$ cat config.mk
export PLATFORM = sky130hd
export DESIGN_NAME = cmdf_encoder
export DESIGN_NICKNAME = d
export VERILOG_FILES = /design/src/rtl/cmdf_pkg.sv /design/src/rtl/cmdf_crc8.sv /design/src/rtl/cmdf_packer.sv /design/src/rtl/cmdf_spi_tx.sv /design/src/rtl/cmdf_encoder.sv
export SDC_FILE = /design/constraint.sdc
export NUM_CORES = 1
export LEC_CHECK = 0
export ABC_CLOCK_PERIOD_IN_PS = 6760
export BUFFER_PORTS_ARGS = -buffer_cell sky130_fd_sc_hd__buf_2
export CORE_MARGIN = 2
export CORE_UTILIZATION = 63
export DETAILED_ROUTE_END_ITERATION = 12
export GPL_ROUTABILITY_DRIVEN = 1
export PLACE_DENSITY = 0.79
export SLEW_MARGIN = 20
export SYNTH_ARGS = -nofsm -noshare
export SYNTH_HDL_FRONTEND = slang
export SYNTH_HIERARCHICAL = 1
export SYNTH_SLANG_ARGS = --single-unit
$ cat constraint.sdc
create_clock -name clk -period 6.76 [get_ports clk]
set_clock_uncertainty 0.2 [all_clocks]
set_input_delay 0 -clock clk [delete_from_list [all_inputs] [get_ports clk]]
set_output_delay 0 -clock clk [all_outputs]
set_load 0.02 [all_outputs]
$ cat src/rtl/cmdf_pkg.sv
package cmdf_pkg;

  localparam int DEV_W     = 5;
  localparam int REG_W     = 6;
  localparam int DATA_W    = 8;
  localparam int CRC_W     = 8;
  localparam int FRAME_W   = 32;
  localparam int SPAN_W    = 24;
  localparam int BITCNT_W  = $clog2(FRAME_W + 1);
  localparam logic [CRC_W-1:0] CRC_POLY = 8'h2F;
  localparam logic [2:0]       TRAILER  = 3'b010;

  typedef enum logic [2:0] {
    TX_IDLE,
    TX_LEAD,
    TX_HIGH,
    TX_LOW,
    TX_FIN,
    TX_GAP
  } tx_state_e;

  // Reverse the bit order of the device number.
  function automatic logic [DEV_W-1:0] mirror_dev(input logic [DEV_W-1:0] a);
    logic [DEV_W-1:0] r;
    for (int i = 0; i < DEV_W; i++) r[DEV_W-1-i] = a[i];
    return r;
  endfunction

  // One byte through the MSB-first remainder register, zero start.
  function automatic logic [CRC_W-1:0] crc_step(input logic [CRC_W-1:0] b);
    logic [CRC_W-1:0] r;
    r = b;
    for (int i = 0; i < 8; i++)
      r = r[CRC_W-1] ? ((r << 1) ^ CRC_POLY) : (r << 1);
    return r;
  endfunction

endpackage

$ cat src/rtl/cmdf_crc8.sv
module cmdf_crc8
  import cmdf_pkg::*;
(
  input  logic [SPAN_W-1:0] span,
  output logic [CRC_W-1:0]  code
);
  // Named intermediate stages of the three-step fold.
  logic [CRC_W-1:0] stage_top;
  logic [CRC_W-1:0] stage_mid;

  always_comb begin
    stage_top = crc_step(span[23:16]);
    stage_mid = crc_step(stage_top ^ span[15:8]);
    code      = stage_mid ^ span[7:0];
  end
endmodule

$ cat src/rtl/cmdf_packer.sv
module cmdf_packer
  import cmdf_pkg::*;
(
  input  logic [DEV_W-1:0]   dev,
  input  logic [REG_W-1:0]   regn,
  input  logic [DATA_W-1:0]  data,
  input  logic               bcast,
  output logic [FRAME_W-1:0] word
);
  logic [DEV_W-1:0]  dev_mirrored;
  logic [20:0]       head;
  logic [SPAN_W-1:0] span;
  logic [CRC_W-1:0]  code;

  assign dev_mirrored = mirror_dev(dev);
  // head is frame bits 31..11; bit 11 is always zero
  assign head = {dev_mirrored, regn, data, bcast, 1'b0};
  assign span = {3'b000, head};

  cmdf_crc8 u_crc (
    .span (span),
    .code (code)
  );

  assign word = {head, code, TRAILER};
endmodule

$ cat src/rtl/cmdf_spi_tx.sv
module cmdf_spi_tx
  import cmdf_pkg::*;
#(
  parameter int HALF_DIV = 36
) (
  input  logic               clk,
  input  logic               rst,
  input  logic               load,
  input  logic [FRAME_W-1:0] word,
  output logic               idle,
  output logic               sclk,
  output logic               cs_n,
  output logic               mosi,
  output logic               done
);
  localparam int DIV_W = $clog2(HALF_DIV + 1);

  tx_state_e            state;
  logic [DIV_W-1:0]     div_cnt;
  logic [BITCNT_W-1:0]  bit_cnt;
  logic [FRAME_W-1:0]   shreg;
  logic                 sclk_q;
  logic                 cs_q;

  // Internal events brought out as named wires.
  logic half_elapsed;
  logic last_bit;

  assign half_elapsed = (div_cnt == DIV_W'(HALF_DIV - 1));
  assign last_bit     = (bit_cnt == BITCNT_W'(FRAME_W));

  always_ff @(posedge clk) begin
    if (rst) begin
      state   <= TX_IDLE;
      div_cnt <= '0;
      bit_cnt <= '0;
      shreg   <= '0;
      sclk_q  <= 1'b0;
      cs_q    <= 1'b1;
    end else begin
      case (state)
        TX_IDLE: begin
          if (load) begin
            shreg   <= word;
            cs_q    <= 1'b0;
            div_cnt <= '0;
            bit_cnt <= '0;
            state   <= TX_LEAD;
          end
        end
        TX_LEAD: begin
          if (half_elapsed) begin
            div_cnt <= '0;
            sclk_q  <= 1'b1;
            state   <= TX_HIGH;
          end else begin
            div_cnt <= div_cnt + 1'b1;
          end
        end
        TX_HIGH: begin
          if (half_elapsed) begin
            div_cnt <= '0;
            sclk_q  <= 1'b0;
            bit_cnt <= bit_cnt + 1'b1;
            state   <= TX_LOW;
          end else begin
            div_cnt <= div_cnt + 1'b1;
          end
        end
        TX_LOW: begin
          if (half_elapsed) begin
            div_cnt <= '0;
            if (last_bit) begin
              cs_q  <= 1'b1;
              state <= TX_FIN;
            end else begin
              sclk_q <= 1'b1;
              shreg  <= shreg << 1;
              state  <= TX_HIGH;
            end
          end else begin
            div_cnt <= div_cnt + 1'b1;
          end
        end
        TX_FIN: begin
          div_cnt <= '0;
          state   <= TX_GAP;
        end
        TX_GAP: begin
          if (half_elapsed) begin
            div_cnt <= '0;
            state   <= TX_IDLE;
          end else begin
            div_cnt <= div_cnt + 1'b1;
          end
        end
        default: state <= TX_IDLE;
      endcase
    end
  end

  assign idle = (state == TX_IDLE);
  assign done = (state == TX_FIN);
  assign sclk = sclk_q;
  assign cs_n = cs_q;
  assign mosi = shreg[FRAME_W-1];
endmodule

$ cat src/rtl/cmdf_encoder.sv
module cmdf_encoder
  import cmdf_pkg::*;
#(
  parameter int HALF_DIV = 36
) (
  input  logic        clk,
  input  logic        rst,
  input  logic        cmd_valid,
  output logic        cmd_ready,
  input  logic [4:0]  cmd_dev,
  input  logic [5:0]  cmd_reg,
  input  logic [7:0]  cmd_data,
  input  logic        cmd_bcast,
  output logic        spi_sclk,
  output logic        spi_cs_n,
  output logic        spi_mosi,
  output logic        frame_done
);
  logic [FRAME_W-1:0] frame_word;
  logic               tx_idle;
  logic               accept;

  assign cmd_ready = tx_idle;
  assign accept    = cmd_valid && tx_idle;

  cmdf_packer u_pack (
    .dev   (cmd_dev),
    .regn  (cmd_reg),
    .data  (cmd_data),
    .bcast (cmd_bcast),
    .word  (frame_word)
  );

  cmdf_spi_tx #(.HALF_DIV(HALF_DIV)) u_tx (
    .clk  (clk),
    .rst  (rst),
    .load (accept),
    .word (frame_word),
    .idle (tx_idle),
    .sclk (spi_sclk),
    .cs_n (spi_cs_n),
    .mosi (spi_mosi),
    .done (frame_done)
  );
endmodule

==> key figures <==
Final layout
  • Layout Cells excl Fill: ~460
  • Fill cells: around 430
  • Ratio of cells with drive above 1 in the final layout: between 20% and 30%
  • Diode count: 0
  • Nets: 410
  • Area grow syn2layout: 8.75%

Timing
  • Slew headroom: 49.5%
  • Fmax: 337 MHz
  • Min Hold Slack: -0.0000910 ns
  • Setup TNS: 0 ns
  • RSZ-0062 raised after global routing: no
  • Crit share post-route: between 40% and 50%
  • Fin. Hold Viols: 1
  • Tmin final: around 3.0 ns
  • Actual slew at the worst max-slew pin: between 0.7 and 0.8 ns
  • # setup viols final: 0
  • Final Max Tran Viols: 0

Clocking
  • Clk sinks: just under 50
  • CTS tree: done
  • CTS resizes: 0
  • Hold buffer count at CTS: 19
  • H-tree depth: 2
  • Root buf cell: clkbuf_8
  • Clock tree buffer depth: 2
  • CTS clk-pin slew, worst paths: around 0.1 ns
  • Total CTS buffers: 5
  • Post-CTS repair timing setup buffer count: 0
  • Clk Latency, worst-skew pair: about 0.32 ns

Synthesis
  • Ys flop type: dfxtp_1
  • Yosys Warn Count: 6
  • Average size of a mapped cell: approximately 9.9 um2
  • #FFs+latches synth: 49
  • Async SR Flop Fraction: 0%
  • Top cells by area, synth: dfxtp_1, mux2_4, mux2i_1
  • Post-synth top area cell: dfxtp_1
  • Register area share after synthesis: approximately 27%
  • Synth top cells by count: dfxtp_1, nor2_1, mux2i_1, nor2b_1, mux2_4
  • Post-synth cell types: 51
  • Cell area after synthesis: 3580 um2
  • Post-synth EDFFs: 0
  • Syn Inst Count: between 300 and 400
  • Count leader, synth: dfxtp_1
  • Area share of the largest cell type after synthesis: a little over a quarter

Global route
  • Maximum number of pins on one net before global-route repair: 77
  • Gr ovfl total: 0
  • Initial antenna violation count: 0
  • Vias in the first global route: roughly 2400
  • First-pass GRT wire length: approximately 11000 um
  • Total track usage: 23.4%

Detailed routing
  • Drt first pass iters: 4
  • Antenna Nets Post-Route: 0
  • 1st-iter DRT viols: between 90 and 100
  • Drt total wl: about 6800 um
  • Wirelength per Cell: around 15 um
  • Vias per cell: 5.42
  • Vias: ~2500
  • DRC violations left: 0

Setup path
  • Critical path peak fanout: 19
  • Reg2Reg Depth: 6
  • WS Path Type: flop to flop
  • Worst Setup Start Kind: flop
  • Worst EP required: a little under 7 ns
  • CP peak stage delay: 0.68 ns
  • R2r endpoint: u_tx/shreg[20]
  • Setup crit start: u_tx/state[0]
  • Reg2reg start: u_tx/state[0]
  • CP arrival: ~3.0 ns
  • Slowest cell on the critical path: dfxtp_1
  • Reg2reg setup slack: 3.79 ns
  • CP cell instances: nor3_1, and2_1, nor4b_2, a31oi_4, buf_4, mux2_2
  • Crit-path leading delay family: flip-flops
  • CP endpoint kind: flop
  • CP bufs+invs: 1

Pwr
  • Pwr dens: 220 nW/um2
  • Maximum vdd drop: approximately 0.13 mV
  • Leak: 1.91 nW
  • Tot Pwr: around 0.85 mW

Floorplanning
  • Placement row count: 27
  • Starting Density: between 60% and 70%
  • Chip Height: between 70 and 80 um
  • Io pins: 28
  • Die footprint: about 6300 um2
  • Die X: between 70 and 80 um
  • Core area: 5510 um2

Run status
  • Failing checks: hold timing
  • Outcome: finished, violations left

Place
  • Port Buffers: 27
  • Post-DP HPWL: approximately 4500 um
  • Placer Congestion: 0.901
  • Placed cells: 430

Min path
  • Min-delay src: cmd_reg[5]
  • Worst Hold Endpoint: u_tx/shreg[26]
  • Hold Path Depth: 4
  • Hold WC Path Type: primary input to flop

Run
  • Max_cap viols: 0
power breakdown:
| part | internal (mW) | switching, mW |
|---|---|---|
| combinational | 0.176 | 0.125 |
| clock | 0.113 | 0.112 |
| sequential | 0.314 | 0.0150 |
worst min-delay path: cells and delay by family:
family | cells | cell delay, ns
mux | 2 | 0.23
buf+inv | 1 | 0.17
simple gates | 1 | 0.08
placed cells by master, fill, tap and decap left out, types with 2 or more instances in the layout:
cell type,count
a31oi_1,3
or4_1,2
clkbuf_8,5
o21ai_0,4
nor2b_1,31
nand2_1,4
and3_1,2
a21oi_1,8
inv_1,5
xor2_1,15
nor3_1,7
xnor3_1,9
nand3_1,8
mux2_4,29
xnor2_1,20
dfxtp_1,49
and2_1,4
ha_1,3
dlygate4sd3_1,19
buf_4,3
and4_1,2
nor2_1,41
mux2i_1,33
nand4_1,3
a221oi_1,3
conb_1,14
a211oi_1,4
inv_6,2
xnor3_4,2
mux2_2,2
buf_2,27
cell families after synthesis:
family	after synthesis	share of synthesized area, %
muxes	64	22.0
xor gates and xnor gates	48	16.9
adders and majority gates	3	1.05
DFF	49	27.4
and+or+nand+nor	116	18.1
buffers and inverters	50	8.54
AOI/OAI and AO/OA	29	5.74
other	2	0.210
state kept, by name, indices dropped and copies added, names as in the netlist:
| name | count |
|---|---|
| u_tx/shreg | 32 |
| u_tx/bit_cnt | 6 |
| u_tx/div_cnt | 6 |
| u_tx/state | 3 |
| u_tx/cs_n | 1 |
| u_tx/sclk | 1 |
area by class of cell:
type                       instances  area (um2)  share of cell area (%)
multi-input combinational        274        2330                    60.0
sequential                        49         981                    25.2
timing repair buffer              49         348                    8.94
tap                               72        90.1                    2.32
clock buffer                       5        68.8                    1.77
clock inverter                     3        47.5                    1.22
inverter                           5        18.8                   0.483
routing by layer:
metal	vias to the layer above	global-route usage [%]	part of all wire [%]
met4	0	7.24	1.2
met3	5	4.77	2.6
li1	1250	-	-
met1	1190	29.5	48
met2	32	40.2	48
met5	-	0	0
through the flow:
stage,setup slack [ns],hold slack [ns],area (um2),utilization [%]
floorplan,4.08,0.144,3620,-
global placement,3.92,0.205,3580,65.1
detailed placement,3.81,0.225,3580,65.1
CTS,3.81,0.000849,3890,70.6
global route,3.63,0.0156,3890,70.6
finish,3.79,-0.0000910,3890,70.6
how the worst max path moves through the flow:
stage | to | depth (start not counted)
floorplan | u_tx/shreg[1] | 8
global placement | u_tx/shreg[20] | 6
detailed placement | u_tx/shreg[20] | 6
CTS | u_tx/shreg[20] | 6
global route | u_tx/shreg[20] | 6
finish | u_tx/shreg[20] | 6
(Power assumes the default switching activity.)
